### src/rtl/slice_router_pkg.sv
package slice_router_pkg;

  typedef enum logic {
    ROUTE_PASS  = 1'b0,
    ROUTE_SLICE = 1'b1
  } route_mode_e;

endpackage

### src/rtl/sr_selector_bank.sv
// One 8-way source selector bank; a disabled bank drives 0 onto the wired-OR bus.
module sr_selector_bank #(
  parameter int CH = 8,
  localparam int CW = $clog2(CH)
) (
  input  logic          en,
  input  logic [CW-1:0] ch,
  input  logic [CH-1:0] msb_bits,
  output logic          bit_o
);

  assign bit_o = en & msb_bits[ch];

endmodule

### src/rtl/sr_distributor.sv
// Address latch plus one-of-N decoder steering the bus bit to a destination.
module sr_distributor #(
  parameter int N = 16,
  localparam int AW = $clog2(N)
) (
  input  logic          clk,
  input  logic          rst,
  input  logic          strobe,
  input  logic [AW-1:0] dst_in,
  output logic [N-1:0]  en
);

  logic [AW-1:0] dst_q;
  logic          valid_q;

  always_ff @(posedge clk) begin
    if (rst) begin
      dst_q   <= '0;
      valid_q <= 1'b0;
    end else begin
      valid_q <= strobe;
      if (strobe) dst_q <= dst_in;
    end
  end

  for (genvar i = 0; i < N; i++) begin : g_dec
    assign en[i] = valid_q && (dst_q == AW'(i));
  end

  p_one_dest_r7: assert property (@(posedge clk) disable iff (rst)
    $onehot0(en));

  p_latch_hold_r7: assert property (@(posedge clk) disable iff (rst)
    !strobe |=> $stable(dst_q));

endmodule

### src/rtl/sr_sequencer.sv
// Steps {shift step, source} through WORD_W*NSRC transfers and emits the address pair.
module sr_sequencer
  import slice_router_pkg::*;
#(
  parameter int NSRC    = 16,
  parameter int WORD_W  = 8,
  parameter int BANK_CH = 8,
  localparam int AW = $clog2(NSRC),
  localparam int SW = $clog2(WORD_W)
) (
  input  logic          clk,
  input  logic          rst,
  input  logic          start,
  input  logic          mode_in,
  output logic          strobe,
  output logic [AW-1:0] src,
  output logic [AW-1:0] dst,
  output logic          last
);

  logic        running;
  logic [SW-1:0] step;
  logic [AW-1:0] src_q;
  route_mode_e mode_q;

  assign strobe = running;
  assign src    = src_q;
  assign last   = (step == SW'(WORD_W - 1)) && (src_q == AW'(NSRC - 1));

  // Slice mode: the bank offset plus the step number picks the destination (requires WORD_W <= BANK_CH).
  always_comb begin
    if (mode_q == ROUTE_SLICE)
      dst = (src_q[AW-1] ? AW'(BANK_CH) : AW'(0)) + AW'(step);
    else
      dst = src_q;
  end

  always_ff @(posedge clk) begin
    if (rst) begin
      running <= 1'b0;
      step    <= '0;
      src_q   <= '0;
      mode_q  <= ROUTE_PASS;
    end else if (!running) begin
      if (start) begin
        running <= 1'b1;
        step    <= '0;
        src_q   <= '0;
        mode_q  <= route_mode_e'(mode_in);
      end
    end else begin
      src_q <= src_q + 1'b1;
      if (last) begin
        running <= 1'b0;
        step    <= '0;
      end else if (src_q == AW'(NSRC - 1)) begin
        step <= step + 1'b1;
      end
    end
  end

  p_run_hold_r5: assert property (@(posedge clk) disable iff (rst)
    running && !last |=> running);

  p_run_end_r5: assert property (@(posedge clk) disable iff (rst)
    running && last |=> !running);

  p_seq_idle_r6: assert property (@(posedge clk) disable iff (rst)
    !running && !start |=> !running);

endmodule

### src/rtl/slice_router.sv
module slice_router
  import slice_router_pkg::*;
#(
  parameter int WORD_W  = 8,
  parameter int BANK_CH = 8,
  localparam int NSRC = 2 * BANK_CH,
  localparam int AW   = $clog2(NSRC),
  localparam int CW   = $clog2(BANK_CH)
) (
  input  logic              clk,
  input  logic              rst,
  input  logic              ld_en,
  input  logic [AW-1:0]     ld_idx,
  input  logic [WORD_W-1:0] ld_data,
  input  logic              mode_slice,
  input  logic              start,
  input  logic [AW-1:0]     rd_idx,
  output logic [WORD_W-1:0] rd_data,
  output logic              busy,
  output logic              done
);

  logic              strobe, seq_last, start_ok, ld_ok;
  logic [AW-1:0]     seq_src, seq_dst;
  logic [AW-1:0]     src_q;
  logic              xfer_q, last_q, done_q;
  logic [WORD_W-1:0] rd_q;
  logic [NSRC-1:0]   dist_en;
  logic [NSRC-1:0]   msb_vec;
  logic [1:0]        bank_bit;
  logic              bus;
  logic              shift_now;
  logic [WORD_W-1:0] in_q  [NSRC];
  logic [WORD_W-1:0] out_q [NSRC];

  assign busy     = strobe | xfer_q;
  assign start_ok = start & ~busy;
  assign ld_ok    = ld_en & ~busy;

  sr_sequencer #(.NSRC(NSRC), .WORD_W(WORD_W), .BANK_CH(BANK_CH)) u_seq (
    .clk(clk), .rst(rst), .start(start_ok), .mode_in(mode_slice),
    .strobe(strobe), .src(seq_src), .dst(seq_dst), .last(seq_last)
  );

  // Source address latch, captured on the same strobe as the destination.
  always_ff @(posedge clk) begin
    if (rst) begin
      src_q  <= '0;
      xfer_q <= 1'b0;
      last_q <= 1'b0;
    end else begin
      xfer_q <= strobe;
      if (strobe) begin
        src_q  <= seq_src;
        last_q <= seq_last;
      end
    end
  end

  sr_distributor #(.N(NSRC)) u_dist (
    .clk(clk), .rst(rst), .strobe(strobe), .dst_in(seq_dst), .en(dist_en)
  );

  // Sources advance together once the last source of a step has been read.
  assign shift_now = xfer_q && (src_q == AW'(NSRC - 1));

  for (genvar i = 0; i < NSRC; i++) begin : g_src
    assign msb_vec[i] = in_q[i][WORD_W-1];
    always_ff @(posedge clk) begin
      if (rst)
        in_q[i] <= '0;
      else if (ld_ok && ld_idx == AW'(i))
        in_q[i] <= ld_data;
      else if (shift_now)
        in_q[i] <= {in_q[i][WORD_W-2:0], 1'b0};
    end
  end

  // Bank select bit enables exactly one bank; bus is the OR of both.
  for (genvar b = 0; b < 2; b++) begin : g_bank
    sr_selector_bank #(.CH(BANK_CH)) u_bank (
      .en(xfer_q && (src_q[AW-1] == 1'(b))),
      .ch(src_q[CW-1:0]),
      .msb_bits(msb_vec[b*BANK_CH +: BANK_CH]),
      .bit_o(bank_bit[b])
    );
  end
  assign bus = |bank_bit;

  for (genvar i = 0; i < NSRC; i++) begin : g_dst
    always_ff @(posedge clk) begin
      if (rst)
        out_q[i] <= '0;
      else if (dist_en[i])
        out_q[i] <= {out_q[i][WORD_W-2:0], bus};
    end

    p_hold_r7: assert property (@(posedge clk) disable iff (rst)
      (out_q[i] != $past(out_q[i])) |-> $past(dist_en[i]));
  end

  always_ff @(posedge clk) begin
    if (rst) begin
      done_q <= 1'b0;
      rd_q   <= '0;
    end else begin
      rd_q <= out_q[rd_idx];
      if (start_ok)
        done_q <= 1'b0;
      else if (xfer_q && last_q)
        done_q <= 1'b1;
    end
  end

  assign rd_data = rd_q;
  assign done    = done_q;

  p_done_clear_r9: assert property (@(posedge clk) disable iff (rst)
    start && !busy |=> !done);

  p_done_sticky_r9: assert property (@(posedge clk) disable iff (rst)
    done && !start |=> done);

endmodule

### config.mk
export PLATFORM = sky130hd
export DESIGN_NAME = slice_router
export DESIGN_NICKNAME = d
export VERILOG_FILES = /design/src/rtl/slice_router_pkg.sv /design/src/rtl/sr_selector_bank.sv /design/src/rtl/sr_distributor.sv /design/src/rtl/sr_sequencer.sv /design/src/rtl/slice_router.sv
export SDC_FILE = /design/constraint.sdc
export NUM_CORES = 1
export LEC_CHECK = 0
export BUFFER_PORTS_ARGS = -buffer_cell sky130_fd_sc_hd__buf_2
export CAP_MARGIN = 10
export CORE_MARGIN = 2
export CORE_UTILIZATION = 50
export DETAILED_ROUTE_END_ITERATION = 10
export PLACE_DENSITY = 0.68
export SYNTH_ARGS = -nofsm -noshare
export SYNTH_HDL_FRONTEND = slang
export SYNTH_SLANG_ARGS = --single-unit
### constraint.sdc
create_clock -name clk -period 4.45 [get_ports clk]
set_input_delay 0.89 -clock clk [delete_from_list [all_inputs] [get_ports clk]]
set_output_delay 0.89 -clock clk [all_outputs]
set_load 0.005 [all_outputs]
# Yosys cells after proc, flatten, opt, wreduce, memory -nomap -nowiden
# Memories as Yosys holds them, arrays and structs flattened. A register that Yosys moved wholly into a read port is not among the register bits.
# Cells that the tools add are included.
# word_totals
elab_cells	359
output_inout_bits	10
ramBits	256
ff_bits	20
mem_count	2
# memory_table
name	words	width	rd	rd_ports_with_merged_regs	wr	line	text
in_q	16	8	16	0	16	slice_router.sv:33	logic [WORD_W-1:0] in_q [NSRC];
out_q	16	8	17	1	16	slice_router.sv:34	logic [WORD_W-1:0] out_q [NSRC];
# op_classes
addsub	3
bitwise_logic	56
n_reduce_logical	44
order_cmp	1
eq_ne	34
n_mux	210
# op_table
operator	n
2-to-1 mux 8 bit	48
2-to-1 mux 1 bit	152
equality test 4 bit, second input constant	18
bitwise OR 1 bit	49
logical AND 1 bit	37
equality test 4 x 3 -> 1 bit, second input constant	8
equality test 4 x 2 -> 1 bit, second input constant	4
2-to-1 mux 4 bit	4
2-to-1 mux 3 bit	4
equality test 4 x 1 -> 1 bit, second input constant	2
zero test 4 bit	2
binary-select mux 1 bit (select 3 bit)	2
adder 4 x 1 -> 4 bit, second input constant	1
adder 4 x 3 -> 4 bit	1
bitwise AND 1 bit	4
less-than comparator 3 x 4 -> 1 bit, second input constant	1
AND reduction 2 bit	2
OR reduction 2 bit	2
adder 3 x 1 -> 3 bit, second input constant	1
equality test 3 bit, second input constant	1
inequality test 3 bit, second input constant	1
inverter 1 bit	3
nonzero test 2 bit	1

# Depth between registers and ports, before layout
# Gate-level depths: netlist of the first run.
# logic_depth
ltp_word	9
depth_mapped	7

# Hierarchy
# From an unflattened synthesis of the first run, not the netlist that was laid out.
# hier_totals
cells_unflattened	896
hier_area_um2	12605.8
# by_module_without_submodules
mod	area_per_inst_um2	seq_area_each_um2	cells_each	instances
slice_router	11732.5	7987.7	795	1
sr_sequencer	446.7	180.2	49	1
sr_distributor	284.0	100.1	38	1
sr_selector_bank	71.3	0.0	7	2

# Least setup slack after synthesis of the first run
# OpenSTA, ideal clock, no wires.
# synth_path
path_type	input-to-reg
from	input rst
to	memory in_q[0][0] (enable)
setup_ns	0.357
t_required_ns	4.093
path_buffers	2
path_stages	6
arrival_time_ns	2.183
slack_ns	1.911
path_cell_list	buf_2 > and3b_1 > and3_1 > nor2_1 > buf_1 > o21ai_0
# synth_rtl
element	line	text
from (decl)	slice_router.sv:11	input logic rst,
to (decl)	slice_router.sv:33	

# Worst setup path after layout of the first run
# layout_path
from	register u_seq.running, in the netlist u_seq.strobe
to	output busy
# layout_between
elab_chain_len	1
# layout_rtl
element	line	text
from (decl)	sr_sequencer.sv:21	logic running;
from (signal assigned)	sr_sequencer.sv:40	running <= 1'b0;
from (signal assigned)	sr_sequencer.sv:46	running <= 1'b1;
from (signal assigned)	sr_sequencer.sv:54	running <= 1'b0;
bitwise OR 1 bit	slice_router.sv:36	assign busy = strobe | xfer_q;
to (decl)	slice_router.sv:19	output logic busy,
# Every way passes these cells.

==> impl_metrics.ini, run 1 <==
[place]
place_congestion = 0.730
placed_cell_area_um2 = 13000
place_inst = 1230
io_buffers = 30
place_hpwl_um = 16400

[die]
initial_core_util_pct = 51.1
die_w_um = 162
dieArea_um2 = 26200
io_pins = 31
row_count = 57
coreArea_um2 = 24400
die_y_um = 162

[global_routing]
grt_pass1_wl_um = 41400
grt_max_degree = 120
overflow = 0
grt_antenna_before_repair = 0
track_usage_pct = 19.8
grt_pass1_vias = 7606

[final_layout]
area_growth_pct = 11.8
layout.cells.non_filler = 1292
diodes = 0
final_cell_area_um2 = 13900
fin_nets = 969
drive_gt1_share_pct = 12.0

[sta]
skew_ns = 0.00751
worst_slew_pin_slew_ns = 1.19
hold_viol = 0
rsz0062_at_grt = false
fin_crit_sh_pct = 64.5
layout_min_cycle_time_ns = 2.87
whs_ns = 0.509
setup_viol = 0
relSlewSlack_pct = 19.8
setup_tns_ns = 0
slew_violations = 0
max_freq_mhz = 349

[detailed_routing]
top_layer = met4
drc = 0
wirelength_um = 25400
num_vias = 7574
via_per_inst = 5.86
wl_met1_um = 11300
drt-pass1-iter-count = 5
dr_wl_met2_um = 12300
ant_nets = 0
wire_per_inst_um = 19.7
drtIter0Drc = 644
wl_met3_um = 1140

[worst_hold_path]
hold_path_end = last_q$_SDFFE_PP0P_
hold_start = last_q$_SDFFE_PP0P_
hp-class = reg2reg
min_path_cells = 2

[setup_path]
cp_num_buf_inv = 2
startpoint_type = flop
slowest_delay_ns = 0.98
rrSetupSlack_ns = 1.78
worstRegToRegCells = 3
cp_cell_sequence = nor2_1 > inv_1 > buf_2
crit_cells = 3
r2r-end = in_q[0][23]$_DFFE_PP_
rr_startpoint = u_seq.strobe$_SDFF_PP0_
cp_max_fo = 26
worstPathArrival_ns = 1.98
worstPathRequired_ns = 3.56
crit_slowest_cell = dfxtp_1
path_class = reg2out
worst_setup_path_end_kind = output pin
crit_family = flip-flops

[cts]
htree_num_levels = 1
clkLatencyLatePin_ns = 0.54
cts_resized = 0
hold_buffers = 0
ctsLongestPathBuffers = 3
clk_pin_slew_worst_paths_ns = 0.06
cts.sinks = 283
numCtsBuffers = 30
postCtsSetupBuffers = 0
root_buffer = clkbuf_16
cts_tree = built

[pwr]
p_leak_nw = 5.22
ir_drop_mv = 0.300
p_per_area_nw_per_um2 = 407
power.total_mw = 5.67

[logic_synthesis]
synth_area_um2 = 12500
synth_warnings = 0
synth_seq_cells = 283
syn_avg_cell_area_um2 = 13.8
ys_seq_area_share_pct = 66.0
synthCells = 905
synth_cell_type_count = 43
synth_nets = 929

[outcome]
status = finished, final reports clean

[flow_run]
maxCapViolations = 0
==> through the flow <==
stage | util [%] | setup WS, ns
after floorplan | - | 1.91
after global placement | 53.2 | 1.55
after detailed placement | 53.2 | 1.55
after CTS | 56.9 | 1.56
after global routing | 57.1 | 1.45
final | 57.1 | 1.58
==> state kept, by name, summed over array words and instances (netlist names) <==
name            count
in_q              128
out_q             128
rd_data             8
src_q               4
u_seq.src           4
u_dist.dst_q        3
u_seq.step          3
done                1
last_q              1
u_dist.valid_q      1
u_seq.mode_q        1
u_seq.strobe        1
==> area by class of cell <==
type / instances / area [um2]
flip-flops and latches: 283 / 8230
inverters: 3 / 11.3
clock inverters: 8 / 38.8
clock buffers: 47 / 866
repair buffers: 65 / 409
fillers: 1981 / 10500
well taps: 324 / 405
multi-input cells: 562 / 3980
==> Yosys cell counts (all sizes together) <==
| cell | count | area [um2] |
|---|---|---|
| or4b | 1 | 10.0 |
| edfxtp | 256 | 7690 |
| clkbuf | 23 | 86.3 |
| mux2i | 70 | 701 |
| a21oi | 15 | 75.1 |
| nor3 | 1 | 5.00 |
| ha | 3 | 37.5 |
| and4b | 1 | 10.0 |
| a2111oi | 1 | 8.76 |
| a211oi | 5 | 37.5 |
| dfxtp | 27 | 541 |
| or2 | 3 | 18.8 |
| nand2 | 23 | 86.3 |
| nand4 | 2 | 12.5 |
| buf | 34 | 166 |
| or3 | 2 | 12.5 |
| nor4b | 1 | 23.8 |
| o21a | 1 | 7.51 |
| nand3b | 2 | 15.0 |
| xnor2 | 1 | 8.76 |
| a22o | 106 | 928 |
| o21ai | 41 | 205 |
| and2 | 130 | 813 |
| nand2b | 13 | 81.3 |
| inv | 3 | 11.3 |
| o31ai | 4 | 30.0 |
| nor3b | 5 | 42.5 |
| mux4 | 5 | 113 |
| or3b | 1 | 8.76 |
| and4 | 1 | 8.76 |
| nor2 | 57 | 214 |
| nand4b | 2 | 17.5 |
| nor2b | 4 | 25.0 |
| and3 | 16 | 100 |
| or2b | 1 | 7.51 |
| mux2 | 1 | 11.3 |
| a22oi | 31 | 233 |
| nand3 | 11 | 55.1 |
| and3b | 1 | 8.76 |
==> worst min-delay path: cells and delay by family, from the launching register on <==
kind             cells  cell delay, ns
AND/OR/NAND/NOR      1            0.09
AO/OA/AOI/OAI        1            0.05
flip-flops           1            0.31
==> metal layers <==
layer,track usage (%),up-vias
met3,2.48,55
met2,32.8,187
li1,-,3547
met4,5.83,0
met1,27.8,3785
met5,0,-
==> power by group <==
group          internal, mW  switching [mW]
Combinational         0.105           0.193
Clock                  1.33           0.997
Sequential             3.00          0.0541
==> logic make-up after synthesis <==
logic type / share of synthesized area [%]
DFF: 66.0
and+or+nand+nor: 12.6
AOI/OAI and AO/OA: 12.2
muxes: 6.62
buffers and inverters: 2.12
adders and majority gates: 0.301
xor gates and xnor gates: 0.0703
==> cells in the final DEF (no fill, tap or decap), types with 5 or more instances in the layout <==
master       n
edfxtp_1   256
dfxtp_1     27
nand3_1     11
mux2i_1     70
clkbuf_16   31
mux4_2       5
clkbuf_1    13
nor2_1      57
buf_4       29
and3_1      15
nand2_1     23
nand2b_1    13
buf_2       33
a22o_1     106
a21oi_1     15
and2_1     130
a22oi_1     31
o21ai_0     41
a211oi_1     5
==> worst max path at each step <==
stage | startpoint | end | slack [ns]
after floorplan | rst | in_q[0][0]$_SDFFCE_PP0P_ | 1.91
after global placement | rst | in_q[1][3]$_SDFFCE_PN0P_ | 1.55
after detailed placement | ld_idx[0] | in_q[0][21]$_DFFE_PP_ | 1.55
after CTS | u_seq.strobe$_SDFF_PP0_ | busy | 1.56
after global routing | u_seq.strobe$_SDFF_PP0_ | busy | 1.45
final | u_seq.strobe$_SDFF_PP0_ | busy | 1.58
No activity file was read; power rests on OpenSTA's default activity.
==> inputs of run 2 (changes only) <==
--- a/config.mk
+++ b/config.mk
@@ -10,7 +10,7 @@
 export CORE_MARGIN = 2
 export CORE_UTILIZATION = 50
 export DETAILED_ROUTE_END_ITERATION = 10
-export PLACE_DENSITY = 0.68
+export PLACE_DENSITY = 0.71
 export SYNTH_ARGS = -nofsm -noshare
 export SYNTH_HDL_FRONTEND = slang
 export SYNTH_SLANG_ARGS = --single-unit
==> constraint.sdc (replaced) <==
create_clock -name clk -period 2.5 [get_ports clk]
set_input_delay 0.5 -clock clk [delete_from_list [all_inputs] [get_ports clk]]
set_output_delay 0.5 -clock clk [all_outputs]
set_load 0.005 [all_outputs]
==> run 2 against run 1 <==
Effect of this change:
- sequential power increased by 77%
- sequential share of layout area decreased by 0.44 points
- power increased by 78%
- highest routed layer unchanged
==> impl_metrics.ini, run 2 (synthesized netlist as in run 1, its figures left out) <==
[sta]
max_freq_mhz = 412
worst_slew_pin_slew_ns = 1.10
whs_ns = 0.198
skew_ns = 0.0102
layout_min_cycle_time_ns = 2.43
hold_viol = 0
fin_crit_sh_pct = 97.0
rsz0062_at_grt = true
setup_viol = 0
slew_violations = 0
timing.final.ws_setup_ns = 0.0747
relSlewSlack_pct = 26.1

[pwr]
pwr-share-seq_pct = 53.6
clockPowerShare_pct = 40.9
power_frac_comb_pct = 5.5
switching_share_pct = 21.5
p_sw_mw = 2.18
ir_drop_mv = 0.623
p_int_mw = 7.92
power.total_mw = 10.1
p_leak_nw = 5.29
p_per_area_nw_per_um2 = 719

[setup_path]
worstRegToRegCells = 4
r2r-end = in_q[0][61]$_DFFE_PP_
startpoint_type = flop
cp_cell_sequence = and3b_1 > and3_4 > nor2_2 > o21ai_0
path_class = reg2reg
worstPathArrival_ns = 2.55
rrSetupSlack_ns = 0.07
worstPathRequired_ns = 2.63
slowest_delay_ns = 0.61
rr_startpoint = u_dist.valid_q$_SDFF_PP0_
worst_setup_path_end_kind = flop
cp_max_fo = 16
crit_slowest_cell = o21ai_0

[worst_hold_path]
hp-class = in2reg
hold_path_end = u_seq.mode_q$_SDFFE_PP0P_
min_path_cells = 3
hold_start = mode_slice

[die]
io_pins = 31
initial_core_util_pct = 51.1
dieArea_um2 = 26200
die_w_um = 162
coreArea_um2 = 24400
die_y_um = 162
row_count = 57

[detailed_routing]
wirelength_um = 25800
drc = 0
drtIter0Drc = 648
num_vias = 7556
drt-pass1-iter-count = 7
via_per_inst = 5.81
ant_nets = 0
wire_per_inst_um = 19.8

[final_layout]
multi_input_area_um2 = 3990
area_growth_pct = 12.6
fin_nets = 979
most-common-layout-cells = edfxtp_1 (256), and2_1 (130), a22o_1 (106), mux2i_1 (70), nor2_1 (56)
final_cell_area_um2 = 14000
fillers = 1993
drive_gt1_share_pct = 13.3
seq_area_um2 = 8230
diodes = 0
layout_commonest_cell = edfxtp_1

[cts]
root_buffer = clkbuf_16
numCtsBuffers = 29
clkLatencyLatePin_ns = 0.54
cts_tree = built
hold_buffers = 0
cts.sinks = 283
postCtsSetupBuffers = 0
htree_num_levels = 1
clk_pin_slew_worst_paths_ns = 0.06
ctsLongestPathBuffers = 3

[place]
placed_cell_area_um2 = 13100
place_hpwl_um = 16800
post-place-ws_ns = -0.600
place_congestion = 0.774
io_buffers = 30

[flow_run]
maxCapViolations = 0

[global_routing]
track_usage_pct = 20.1
use_met1_pct = 27.6
met3_usage_pct = 2.55
grt_pass1_wl_um = 41300
grt-busiest-layer = met2
overflow = 0
grt_antenna_before_repair = 0
grt_pass1_vias = 7656
grt_max_degree = 45
met2_usage_pct = 33.3

[outcome]
status = finished, final reports clean
==> run 2: worst max-delay path, delay by kind of cell, from the launching register on <==
kind	cells	cell delay [ns]
AOI/OAI and AO/OA	1	0.61
and+or+nand+nor	3	0.98
DFF	1	0.42
==> run 2: area by class of cell <==
cell class	instances	share of cell area [%]
flip-flops and latches	283	58.6
multi-input cells	562	28.4
clock buffers	43	5.97
repair buffers	76	3.60
well taps	324	2.89
clock inverters	10	0.481
inverters	3	0.0802
==> run 2: stage by stage <==
| step | utilization, % | TNS [ns] | cells |
|---|---|---|---|
| after floorplan | - | 0 | 905 |
| after global placement | 53.8 | -56.33 | 1246 |
| after detailed placement | 53.8 | -61.35 | 1246 |
| after CTS | 57.5 | 0 | 1299 |
| after global routing | 57.6 | -2.94 | 1301 |
| final | 57.6 | 0 | 1301 |
==> run 2: how the worst max path moves through the flow <==
stage	start	to	slack [ns]	cells after the start
floorplan	rst	in_q[0][0]$_SDFFCE_PP0P_	0.35	6
global placement	rst	in_q[1][32]$_SDFFCE_PP0P_	-0.52	5
detailed placement	rst	in_q[1][12]$_DFFE_PP_	-0.60	5
CTS	u_dist.valid_q$_SDFF_PP0_	in_q[0][28]$_DFFE_PP_	0.04	4
global route	u_dist.valid_q$_SDFF_PP0_	in_q[0][20]$_DFFE_PP_	-0.06	4
finish	u_dist.valid_q$_SDFF_PP0_	in_q[0][61]$_DFFE_PP_	0.07	4
==> run 2: layer usage <==
metal,up-vias,part of all wire [%]
met2,204,47
met4,0,3.2
met5,-,0
met1,3739,45
li1,3561,-
met3,52,4.6
==> run 2: power groups by stage <==
stage	combinational [mW]	sequential, mW	clock, mW
after floorplan	0.354	5.49	0
after global placement	0.540	5.51	0
after detailed placement	0.553	5.51	0
after CTS	0.555	5.42	4.20
after global routing	0.604	5.43	4.36
final	0.553	5.41	4.13
==> run 2: timing repair <==
action | in CTS | in global routing
gates cloned | 0 | 0
endpoints found under the hold margin | 0 | 0
endpoints found under the setup margin | 128 | 82
gates resized for setup | 3 | 2
